File: src/rtl/cad_pkg.sv
package cad_pkg;

    typedef enum logic [2:0] {
        K_NOP, K_ACT, K_RD, K_WR, K_PRE, K_MRS, K_REF, K_RSV
    } cad_kind_e;

    typedef enum logic [1:0] {
        PWR_AWAKE  = 2'd0,
        PWR_PRE_PD = 2'd1,
        PWR_ACT_PD = 2'd2
    } cad_pwr_e;

    localparam int S_NOP   = 0;
    localparam int S_ACT   = 1;
    localparam int S_RD    = 2;
    localparam int S_WR    = 3;
    localparam int S_PRESB = 4;
    localparam int S_PREAB = 5;
    localparam int S_MRS   = 6;
    localparam int S_REF   = 7;
    localparam int S_NUM   = 8;

endpackage

File: src/rtl/cad_cmd_classify.sv
module cad_cmd_classify
    import cad_pkg::*;
(
    input  logic       cke,
    input  logic       cs_n,
    input  logic       act_n,
    input  logic [2:0] rcw,
    output cad_kind_e  kind
);

    // rcw = {row strobe, column strobe, write enable}, all active low
    always_comb begin
        if (!cke || cs_n) begin
            kind = K_NOP;
        end else if (!act_n) begin
            kind = K_ACT;
        end else begin
            case (rcw)
                3'b000:  kind = K_MRS;
                3'b001:  kind = K_REF;
                3'b010:  kind = K_PRE;
                3'b100:  kind = K_WR;
                3'b101:  kind = K_RD;
                3'b111:  kind = K_NOP;
                default: kind = K_RSV;
            endcase
        end
    end

endmodule

File: src/rtl/cad_bank_tracker.sv
module cad_bank_tracker #(
    parameter  int IDX_W = 4,
    localparam int NB    = 1 << IDX_W
) (
    input  logic             clk,
    input  logic             rst,
    input  logic             set_en,
    input  logic             clr_en,
    input  logic             clr_all,
    input  logic [IDX_W-1:0] idx,
    output logic [NB-1:0]    open_q
);

    logic [NB-1:0] open_d;

    for (genvar g = 0; g < NB; g++) begin : g_bank
        logic hit;
        assign hit = (idx == IDX_W'(g));
        assign open_d[g] = clr_all          ? 1'b0 :
                           (hit && set_en)  ? 1'b1 :
                           (hit && clr_en)  ? 1'b0 :
                                              open_q[g];
    end

    always_ff @(posedge clk) begin
        if (rst) begin
            open_q <= '0;
        end else begin
            open_q <= open_d;
        end
    end

    AST_ACT_MARKS_OPEN: assert property (@(posedge clk) disable iff (rst)
        set_en |=> open_q[$past(idx)]);
    AST_CLOSE_ONE_BANK: assert property (@(posedge clk) disable iff (rst)
        (clr_en && !set_en && !clr_all) |=> !open_q[$past(idx)]);
    AST_PREALL_EMPTIES: assert property (@(posedge clk) disable iff (rst)
        clr_all |=> (open_q == '0));
    AST_IDLE_HOLDS_FLAGS: assert property (@(posedge clk) disable iff (rst)
        (!set_en && !clr_en && !clr_all) |=> $stable(open_q));

endmodule

File: src/rtl/cmd_addr_decoder.sv
module cmd_addr_decoder
    import cad_pkg::*;
#(
    parameter  int ADDR_W = 18,
    parameter  int COL_W  = 10,
    parameter  int OPC_W  = 14,
    parameter  int BG_W   = 2,
    parameter  int BA_W   = 2,
    parameter  int AP_BIT = 10,
    parameter  int BC_BIT = 12,
    parameter  int PIN_LO = 14,
    localparam int IDX_W  = BG_W + BA_W,
    localparam int NB     = 1 << IDX_W
) (
    input  logic              clk,
    input  logic              rst,
    input  logic              cke,
    input  logic              cs_n,
    input  logic              act_n,
    input  logic [ADDR_W-1:0] addr,
    input  logic [BG_W-1:0]   bg,
    input  logic [BA_W-1:0]   ba,
    output logic [S_NUM-1:0]  cmd_strobe,
    output logic              cmd_rsvd,
    output logic [ADDR_W-1:0] row_addr,
    output logic [COL_W-1:0]  col_addr,
    output logic [BG_W-1:0]   bank_grp,
    output logic [BA_W-1:0]   bank,
    output logic              auto_pre,
    output logic              burst_chop,
    output logic [IDX_W-1:0]  mr_sel,
    output logic [OPC_W-1:0]  mr_opcode,
    output logic [1:0]        pwr_state,
    output logic [NB-1:0]     bank_open
);

    typedef struct packed {
        logic [S_NUM-1:0]  strobe;
        logic              rsvd;
        logic [ADDR_W-1:0] row;
        logic [COL_W-1:0]  col;
        logic [BG_W-1:0]   bg;
        logic [BA_W-1:0]   ba;
        logic              ap;
        logic              bc;
        logic [IDX_W-1:0]  msel;
        logic [OPC_W-1:0]  opc;
        cad_pwr_e          pwr;
    } dec_s;

    dec_s       dec_d, dec_q;
    cad_kind_e  kind;
    logic       a10;
    logic       trk_set, trk_clr, trk_all;
    logic [NB-1:0] open_q;

    assign a10 = addr[AP_BIT];

    cad_cmd_classify u_classify (
        .cke   (cke),
        .cs_n  (cs_n),
        .act_n (act_n),
        .rcw   (addr[PIN_LO+2:PIN_LO]),
        .kind  (kind)
    );

    always_comb begin
        trk_set = (kind == K_ACT);
        trk_clr = (((kind == K_RD) || (kind == K_WR)) && a10) ||
                  ((kind == K_PRE) && !a10);
        trk_all = (kind == K_PRE) && a10;
    end

    cad_bank_tracker #(.IDX_W(IDX_W)) u_tracker (
        .clk     (clk),
        .rst     (rst),
        .set_en  (trk_set),
        .clr_en  (trk_clr),
        .clr_all (trk_all),
        .idx     ({bg, ba}),
        .open_q  (open_q)
    );

    always_comb begin
        dec_d = '0;
        if (cke) begin
            dec_d.pwr = PWR_AWAKE;
        end else if (|open_q) begin
            dec_d.pwr = PWR_ACT_PD;
        end else begin
            dec_d.pwr = PWR_PRE_PD;
        end
        case (kind)
            K_ACT: begin
                dec_d.strobe[S_ACT] = 1'b1;
                dec_d.row           = addr;
                dec_d.bg            = bg;
                dec_d.ba            = ba;
            end
            K_RD, K_WR: begin
                if (kind == K_RD) dec_d.strobe[S_RD] = 1'b1;
                else              dec_d.strobe[S_WR] = 1'b1;
                dec_d.col = addr[COL_W-1:0];
                dec_d.bg  = bg;
                dec_d.ba  = ba;
                dec_d.ap  = a10;
                dec_d.bc  = !addr[BC_BIT];
            end
            K_PRE: begin
                if (a10) begin
                    dec_d.strobe[S_PREAB] = 1'b1;
                end else begin
                    dec_d.strobe[S_PRESB] = 1'b1;
                    dec_d.bg              = bg;
                    dec_d.ba              = ba;
                end
            end
            K_MRS: begin
                dec_d.strobe[S_MRS] = 1'b1;
                dec_d.msel          = {bg, ba};
                dec_d.opc           = addr[OPC_W-1:0];
            end
            K_REF:   dec_d.strobe[S_REF] = 1'b1;
            K_RSV:   dec_d.rsvd          = 1'b1;
            default: dec_d.strobe[S_NOP] = 1'b1;
        endcase
    end

    always_ff @(posedge clk) begin
        if (rst) begin
            dec_q               <= '0;
            dec_q.strobe[S_NOP] <= 1'b1;
        end else begin
            dec_q <= dec_d;
        end
    end

    assign cmd_strobe = dec_q.strobe;
    assign cmd_rsvd   = dec_q.rsvd;
    assign row_addr   = dec_q.row;
    assign col_addr   = dec_q.col;
    assign bank_grp   = dec_q.bg;
    assign bank       = dec_q.ba;
    assign auto_pre   = dec_q.ap;
    assign burst_chop = dec_q.bc;
    assign mr_sel     = dec_q.msel;
    assign mr_opcode  = dec_q.opc;
    assign pwr_state  = dec_q.pwr;
    assign bank_open  = open_q;

    AST_STROBE_ONEHOT: assert property (@(posedge clk) disable iff (rst)
        $onehot0(cmd_strobe));
    AST_STROBE_XOR_RSVD: assert property (@(posedge clk) disable iff (rst)
        $countones({cmd_strobe, cmd_rsvd}) == 1);
    AST_DESELECT_MASKS: assert property (@(posedge clk) disable iff (rst)
        cs_n |=> (cmd_strobe[S_NOP] && !cmd_rsvd));
    AST_CKE_LOW_MASKS: assert property (@(posedge clk) disable iff (rst)
        !cke |=> (cmd_strobe[S_NOP] && pwr_state != PWR_AWAKE));
    AST_AUTOPRE_CLOSES: assert property (@(posedge clk) disable iff (rst)
        (cke && !cs_n && act_n && addr[PIN_LO+2:PIN_LO] == 3'b101 && a10)
        |=> (!bank_open[$past({bg, ba})] && auto_pre));

endmodule

File: config.mk
export PLATFORM = sky130hd
export DESIGN_NAME = cmd_addr_decoder
export DESIGN_NICKNAME = d
export VERILOG_FILES = /design/src/rtl/cad_pkg.sv /design/src/rtl/cad_cmd_classify.sv /design/src/rtl/cad_bank_tracker.sv /design/src/rtl/cmd_addr_decoder.sv
export SDC_FILE = /design/constraint.sdc
export NUM_CORES = 1
export LEC_CHECK = 0
export ABC_AREA = 1
export CORE_ASPECT_RATIO = 1.1
export CORE_MARGIN = 4
export CORE_UTILIZATION = 40
export DETAILED_ROUTE_END_ITERATION = 8
export GPL_ROUTABILITY_DRIVEN = 1
export PLACE_DENSITY_LB_ADDON = 0.15
export SYNTH_ARGS = -nofsm -noshare
export SYNTH_HDL_FRONTEND = slang
export SYNTH_SLANG_ARGS = --single-unit
File: constraint.sdc
create_clock -name clk -period 2.07 [get_ports clk]
set_input_delay 0.3105 -clock clk [delete_from_list [all_inputs] [get_ports clk]]
set_output_delay 0.3105 -clock clk [all_outputs]
set_load 0.005 [all_outputs]
==> run metrics, run 1 <==
final cycle utilization of the critical path=0.798; sequential fraction of the synthesis area=0.597; Setup CP Type=input port to flop; initial antenna violation count=0; synthesis-stage register bit count=79; Worst Skew=0.00509 ns; Setup crit start=addr[15]; Die Span X=85.6 um; CTS Sinks=79; largest net degree at the start of global routing=20; Max-Slew Margin vs Limit=0.747; crit-path max FO=16; clk root buf=clkbuf_8; Nets=439; Die Area=7990 um2; non-filler cells, final=497; syn_area_per_cell=8.85 um2; ys flop type=dfxtp_1; PwrDens=719 nW/um2; synthesized area=2650 um2; buffer depth of the longest clock path=2; cts hold-fix bufs=0; TritonCTS clock tree=yes; post-detailed-route wirelength per cell=12.3 um; Lkg Pwr=1.59 nW; hold crit path type=flop to flop; port buffer count=105; async set-reset flop share out of synthesis=0; DRT Pass-1 Iters=4; TritonCTS Buffers=9; Critical Path Max Stage Delay=0.63 ns; Setup crit start kind=input port; remaining global-route overflow=0; yosys warns=0; syn_nets=326; Worst R2R Path Depth=3; Worst Setup End Kind=flop; RSZ-0062 raised after global routing=no; Vias=2,213; worst vdd ir=0.000459 V; Initial Util=0.420; r2r setup slk=0.86 ns; PostCTS Resize Cnt=0; most used cell, CP=nand2_1; critical-path cell list=clkdlybuf4s50_1, nand3_1, nand3_2, nand4_2, nand2_4, nand2_1, nand2_1, a21oi_1; CTS HTree Levels=3; FF-to-FF End=pwr_state[1]; Slew @ Worst Pin=0.379 ns; IO Pins=106; post-route DRC violation count=0; insertion delay to the later sink of the worst-skew pair=0.35 ns; Crit path buffers/inverters=1; DR iter-0 viols=82; area of placed instances=3790 um2; post-route ant nets=0; vias per cell=4.45; final-report hold violation count=0; fin crit period=1.65 ns; Final HPWL DP=4470 um; max cap viols=0; CP required=2.32 ns; critical path arrival=1.90 ns; postcts setup bufs=0; final WL=6110 um; placed cells=481; highest-delay cell along the critical path=clkdlybuf4s50_1; Clk pin slew, worst setup/hold paths=0.08 ns; RR Startpoint=u_tracker.open_q[7]; Die Y=93.3 um; final setup TNS=0 ns; Hold Startpoint=u_tracker.open_q[8]; WHS=0.478 ns; Synth cell types=25; Final Wtd Congestion=0.800; Final setup viols=0; final instance area=3980 um2; Core Rows=30; diode count=0; hold path depth=2; share of cells above drive strength 1=0.132; outcome=finished clean; vias in the first global route=2,215; Area Overhead vs Synth=50.4%; core area=6310 um2; worst hold endpoint=u_tracker.open_q[8]; first-pass GRT wire length=10,200 um; Slew Limit Fails=0; Post-Synthesis Cells=299; Post-synth EDFFs=0; CP delay by family, top=simple AND/OR/NAND/NOR gates; Total Routing Usage GR=0.164; f_max=606 MHz
-- metrics by stage --
| step | utilization | total power [mW] | setup WS [ns] |
|---|---|---|---|
| 2_1_floorplan | - | 1.70 | 0.688 |
| 3_3_place_gp | 0.601 | 1.83 | 0.114 |
| 3_5_place_dp | 0.601 | 1.83 | 0.0650 |
| 4_1_cts | 0.632 | 2.90 | 0.433 |
| 5_1_grt | 0.632 | 2.98 | 0.295 |
| 6_report | 0.632 | 2.86 | 0.419 |
-- synthesized netlist by cell type (4+ instances only) --
library cell | n | area [um2]
dfxtp_1 | 79 | 1580
nand2_1 | 63 | 236
nor2_1 | 57 | 214
inv_1 | 25 | 93.8
a21oi_1 | 16 | 80.1
nor2_2 | 15 | 93.8
nor3_1 | 7 | 35.0
buf_6 | 4 | 45.0
inv_2 | 4 | 15.0
nand2_2 | 4 | 25.0
nand2_4 | 4 | 45.0
nor4_1 | 4 | 25.0
-- area by class of cell --
cell class	count	area [um2]
inverters	30	115
clock inverters	6	52.6
clock buffers	10	138
well taps	80	100
flip-flops and latches	79	1580
repair buffers	109	1110
multi-input cells	183	890
fillers	568	2320
-- how the worst max path moves through the flow --
| stage | endpoint | slack [ns] | cells after the start |
|---|---|---|---|
| finish | u_tracker.open_q[15] | 0.42 | 8 |
| global route | u_tracker.open_q[7] | 0.29 | 8 |
| CTS | mr_opcode[9] | 0.43 | 10 |
| detailed placement | mr_opcode[9] | 0.07 | 10 |
| global placement | u_tracker.open_q[12] | 0.11 | 10 |
| floorplan | u_tracker.open_q[14] | 0.69 | 11 |
-- per-layer routing --
metal / vias to the layer above / GRT usage / share of wire
met2: 91 / 0.260 / 0.46
li1: 1141 / - / -
met1: 969 / 0.205 / 0.45
met5: - / 0 / 0
met3: 12 / 0.0467 / 0.073
met4: 0 / 0.0752 / 0.019
-- worst min-delay path, delay by kind of cell (launching register included) --
kind / cells / cell delay (ns)
AND/OR/NAND/NOR: 1 / 0.06
AO/OA/AOI/OAI: 1 / 0.05
flip-flops: 1 / 0.32
-- cells in the final DEF (no fill, tap or decap), types with 2 or more instances in the layout --
master,n
inv_2,4
nor3_1,7
clkbuf_8,10
nand4_1,2
nand3_2,2
nor4_1,4
nor2_1,57
clkinvlp_4,2
nand2_1,63
a21oi_1,16
clkdlybuf4s50_1,105
nor2_2,15
clkinv_4,2
nor2_8,2
inv_1,25
o21ai_0,2
dfxtp_1,79
buf_4,2
nand2_2,4
nand2_4,4
buf_12,2
-- cell families (layout without fill, tap and decap cells) --
logic type,count (synthesis),in the layout,synth area share
AOI/OAI and AO/OA,19,19,0.0402
buffers and inverters,37,155,0.0666
DFF,79,79,0.597
and+or+nand+nor,164,164,0.296
-- flip-flops by register name (all words and copies together), names as in the netlist --
| name | cells |
|---|---|
| pwr_state | 2 |
| cmd_rsvd | 1 |
| auto_pre | 1 |
| mr_sel | 4 |
| bank_grp | 2 |
| col_addr | 10 |
| row_addr | 18 |
| burst_chop | 1 |
| u_tracker.open_q | 16 |
| bank | 2 |
| mr_opcode | 14 |
| cmd_strobe | 8 |
-- where the power goes --
part / internal, mW / leakage, nW / switching (mW)
sequential: 1.54 / 0.639 / 0.00776
clock: 0.484 / 0.0910 / 0.585
combinational: 0.122 / 0.863 / 0.125
total: 2.15 / 1.59 / 0.717
Power figures use the tool's default switching activity.
==> run 2: changes to the inputs <==
Clock period 2.07 ns to 1.7 ns, I/O delays scaled along.
==> run metrics, run 2 (synthesis results as in run 1) <==
core area=6310 um2 (unchanged); Die Area=7990 um2 (unchanged); TritonCTS clock tree=yes; remaining global-route overflow=0 (unchanged); Setup CP Type=input port to flop; Worst R2R Path Depth=3 (unchanged); Worst Skew=0.00351 ns (-0.00158 ns); post-detailed-route wirelength per cell=12.4 um (+0.56%); most used cell, CP=nand2_1; highest-delay cell along the critical path=clkdlybuf4s50_1; fin crit period=1.54 ns; final WL=6370 um (+4.2%); CP delay by family, top=simple AND/OR/NAND/NOR gates; critical-path cell list=clkdlybuf4s50_1, nand2_1, o21ai_4, nor2_8, nor2_1, nand2_2, nand2_8, nand2_1, nand2_1, a21oi_1; CTS Sinks=79 (unchanged); Slew Limit Fails=0 (unchanged); postcts setup bufs=0 (unchanged); clk root buf=clkbuf_8; Final HPWL DP=4770 um (+6.7%); Setup crit start kind=input port; vias per cell=4.51 (+1.3%); r2r setup slk=0.49 ns (-0.37 ns); CP required=1.94 ns (-0.38 ns); Hold Startpoint=addr[15]; RR Startpoint=u_tracker.open_q[3]; IO Pins=106 (unchanged); insertion delay to the later sink of the worst-skew pair=0.34 ns (about the same); most frequent cells in the layout=104 x clkdlybuf4s50_1, 79 x dfxtp_1, 63 x nand2_1; hold path depth=3 (+1); register area=1580 um2 (unchanged); FF-to-FF End=pwr_state[1]; initial antenna violation count=0 (unchanged); DR iter-0 viols=82 (unchanged); diode count=0 (unchanged); post-route ant nets=0 (unchanged); Final Wtd Congestion=0.842 (+5.2%); Die Y=93.3 um (unchanged); worst hold endpoint=row_addr[15]; final cycle utilization of the critical path=0.908; Pwr Total=3.59 mW (+25%); Final setup viols=0 (unchanged); Nets=458 (+4.3%); largest net degree at the start of global routing=17 (-15%); CTS HTree Levels=3 (unchanged); Worst Setup End Kind=flop; worst vdd ir=0.000463 V (+0.87%); post-route DRC violation count=0 (unchanged); f_max=648 MHz; max FFs per register=18 (unchanged); hold crit path type=input port to flop; first-pass GRT wire length=10,700 um (+4.7%); Total Routing Usage GR=0.172 (+0.00814); Die Span X=85.6 um (unchanged); DRT Pass-1 Iters=4 (unchanged); final setup TNS=0 ns (unchanged); Initial Util=0.420 (unchanged); buffer depth of the longest clock path=2 (unchanged); crit-path max FO=16 (unchanged); Critical Path Max Stage Delay=0.54 ns (-0.09 ns); Slew @ Worst Pin=0.323 ns (-0.0561 ns); outcome=finished clean; share of cells above drive strength 1=0.168 (+0.0359); Clk pin slew, worst setup/hold paths=0.08 ns (about the same); Max-Slew Margin vs Limit=0.783 (+0.0358); PwrDens=853 nW/um2 (+19%); port buffer count=105 (unchanged); max cap viols=0 (unchanged); TritonCTS Buffers=9 (unchanged); Area Overhead vs Synth=58.8%; multi-input combinational cell area=898 um2 (+0.98%); most common cell after layout, fill and taps aside=clkdlybuf4s50_1; critical path arrival=1.78 ns (-0.12 ns); Vias=2,322 (+4.9%); number of fill cells=539 (-5.1%); Core Rows=30 (unchanged); Crit path buffers/inverters=1 (unchanged); vias in the first global route=2,260 (+2.0%); Lkg Pwr=1.72 nW (+8.1%); final-report hold violation count=0 (unchanged)
## run 2: cell count changes in the layout (fill, tap and decap cells not counted), sizes merged
cell	change
buf	+19
bufinv	+1
inv	-2
clkdlybuf4s50	-1
dlymetal6s2s	+1
## run 2: what timing repair did
action / CTS / global route
hold buffers: 0 / 0
resized for setup: 0 / 2
setup endpoints to repair: 0 / 1
## run 2: layout make-up
cell class | instances | share of cell area
repair buffers | 128 | 0.312
inverters | 30 | 0.0274
multi-input cells | 183 | 0.214
clock inverters | 5 | 0.0140
well taps | 80 | 0.0238
flip-flops and latches | 79 | 0.376
clock buffers | 10 | 0.0327
## run 2: worst reg2reg max path, delay by kind of cell, from the launching register on
kind / cells / cell delay (ns)
flops: 1 / 0.35
simple gates: 3 / 0.78
## run 2: per-stage QoR
stage	worst slack, ns	hold slack (ns)	std cells	area (um2)	utilization
after global routing	-0.00639	0.293	515	4210	0.667
after global placement	-0.156	0.465	500	4000	0.634
after CTS	0.153	0.428	515	4190	0.665
after detailed placement	-0.221	0.469	500	4000	0.634
final	0.157	0.285	515	4210	0.667
after floorplan	0.373	0.327	299	2650	-
## run 2: power breakdown
group	internal (mW)	switching (mW)
clock network	0.710	0.658
registers	1.88	0.00949
logic	0.174	0.160
## run 2: worst max-delay path by stage
| stage | startpoint | endpoint | slack, ns | depth (start not counted) |
|---|---|---|---|---|
| final | addr[14] | u_tracker.open_q[12] | 0.16 | 10 |
| after global routing | addr[14] | u_tracker.open_q[12] | -0.006 | 10 |
| after CTS | addr[14] | u_tracker.open_q[12] | 0.15 | 10 |
| after detailed placement | addr[14] | u_tracker.open_q[12] | -0.22 | 10 |
| after global placement | cke | u_tracker.open_q[5] | -0.16 | 10 |
| after floorplan | cs_n | u_tracker.open_q[14] | 0.37 | 11 |
## run 2: layer usage
metal / part of all wire / wire length [um] / up-vias / track usage
met1: 0.44 / 2810 / 1016 / 0.224
met4: 0.028 / 180 / 0 / 0.0871
met5: 0 / 0 / - / 0
li1: - / - / 1176 / -
met3: 0.079 / 501 / 14 / 0.0423
met2: 0.45 / 2880 / 116 / 0.263
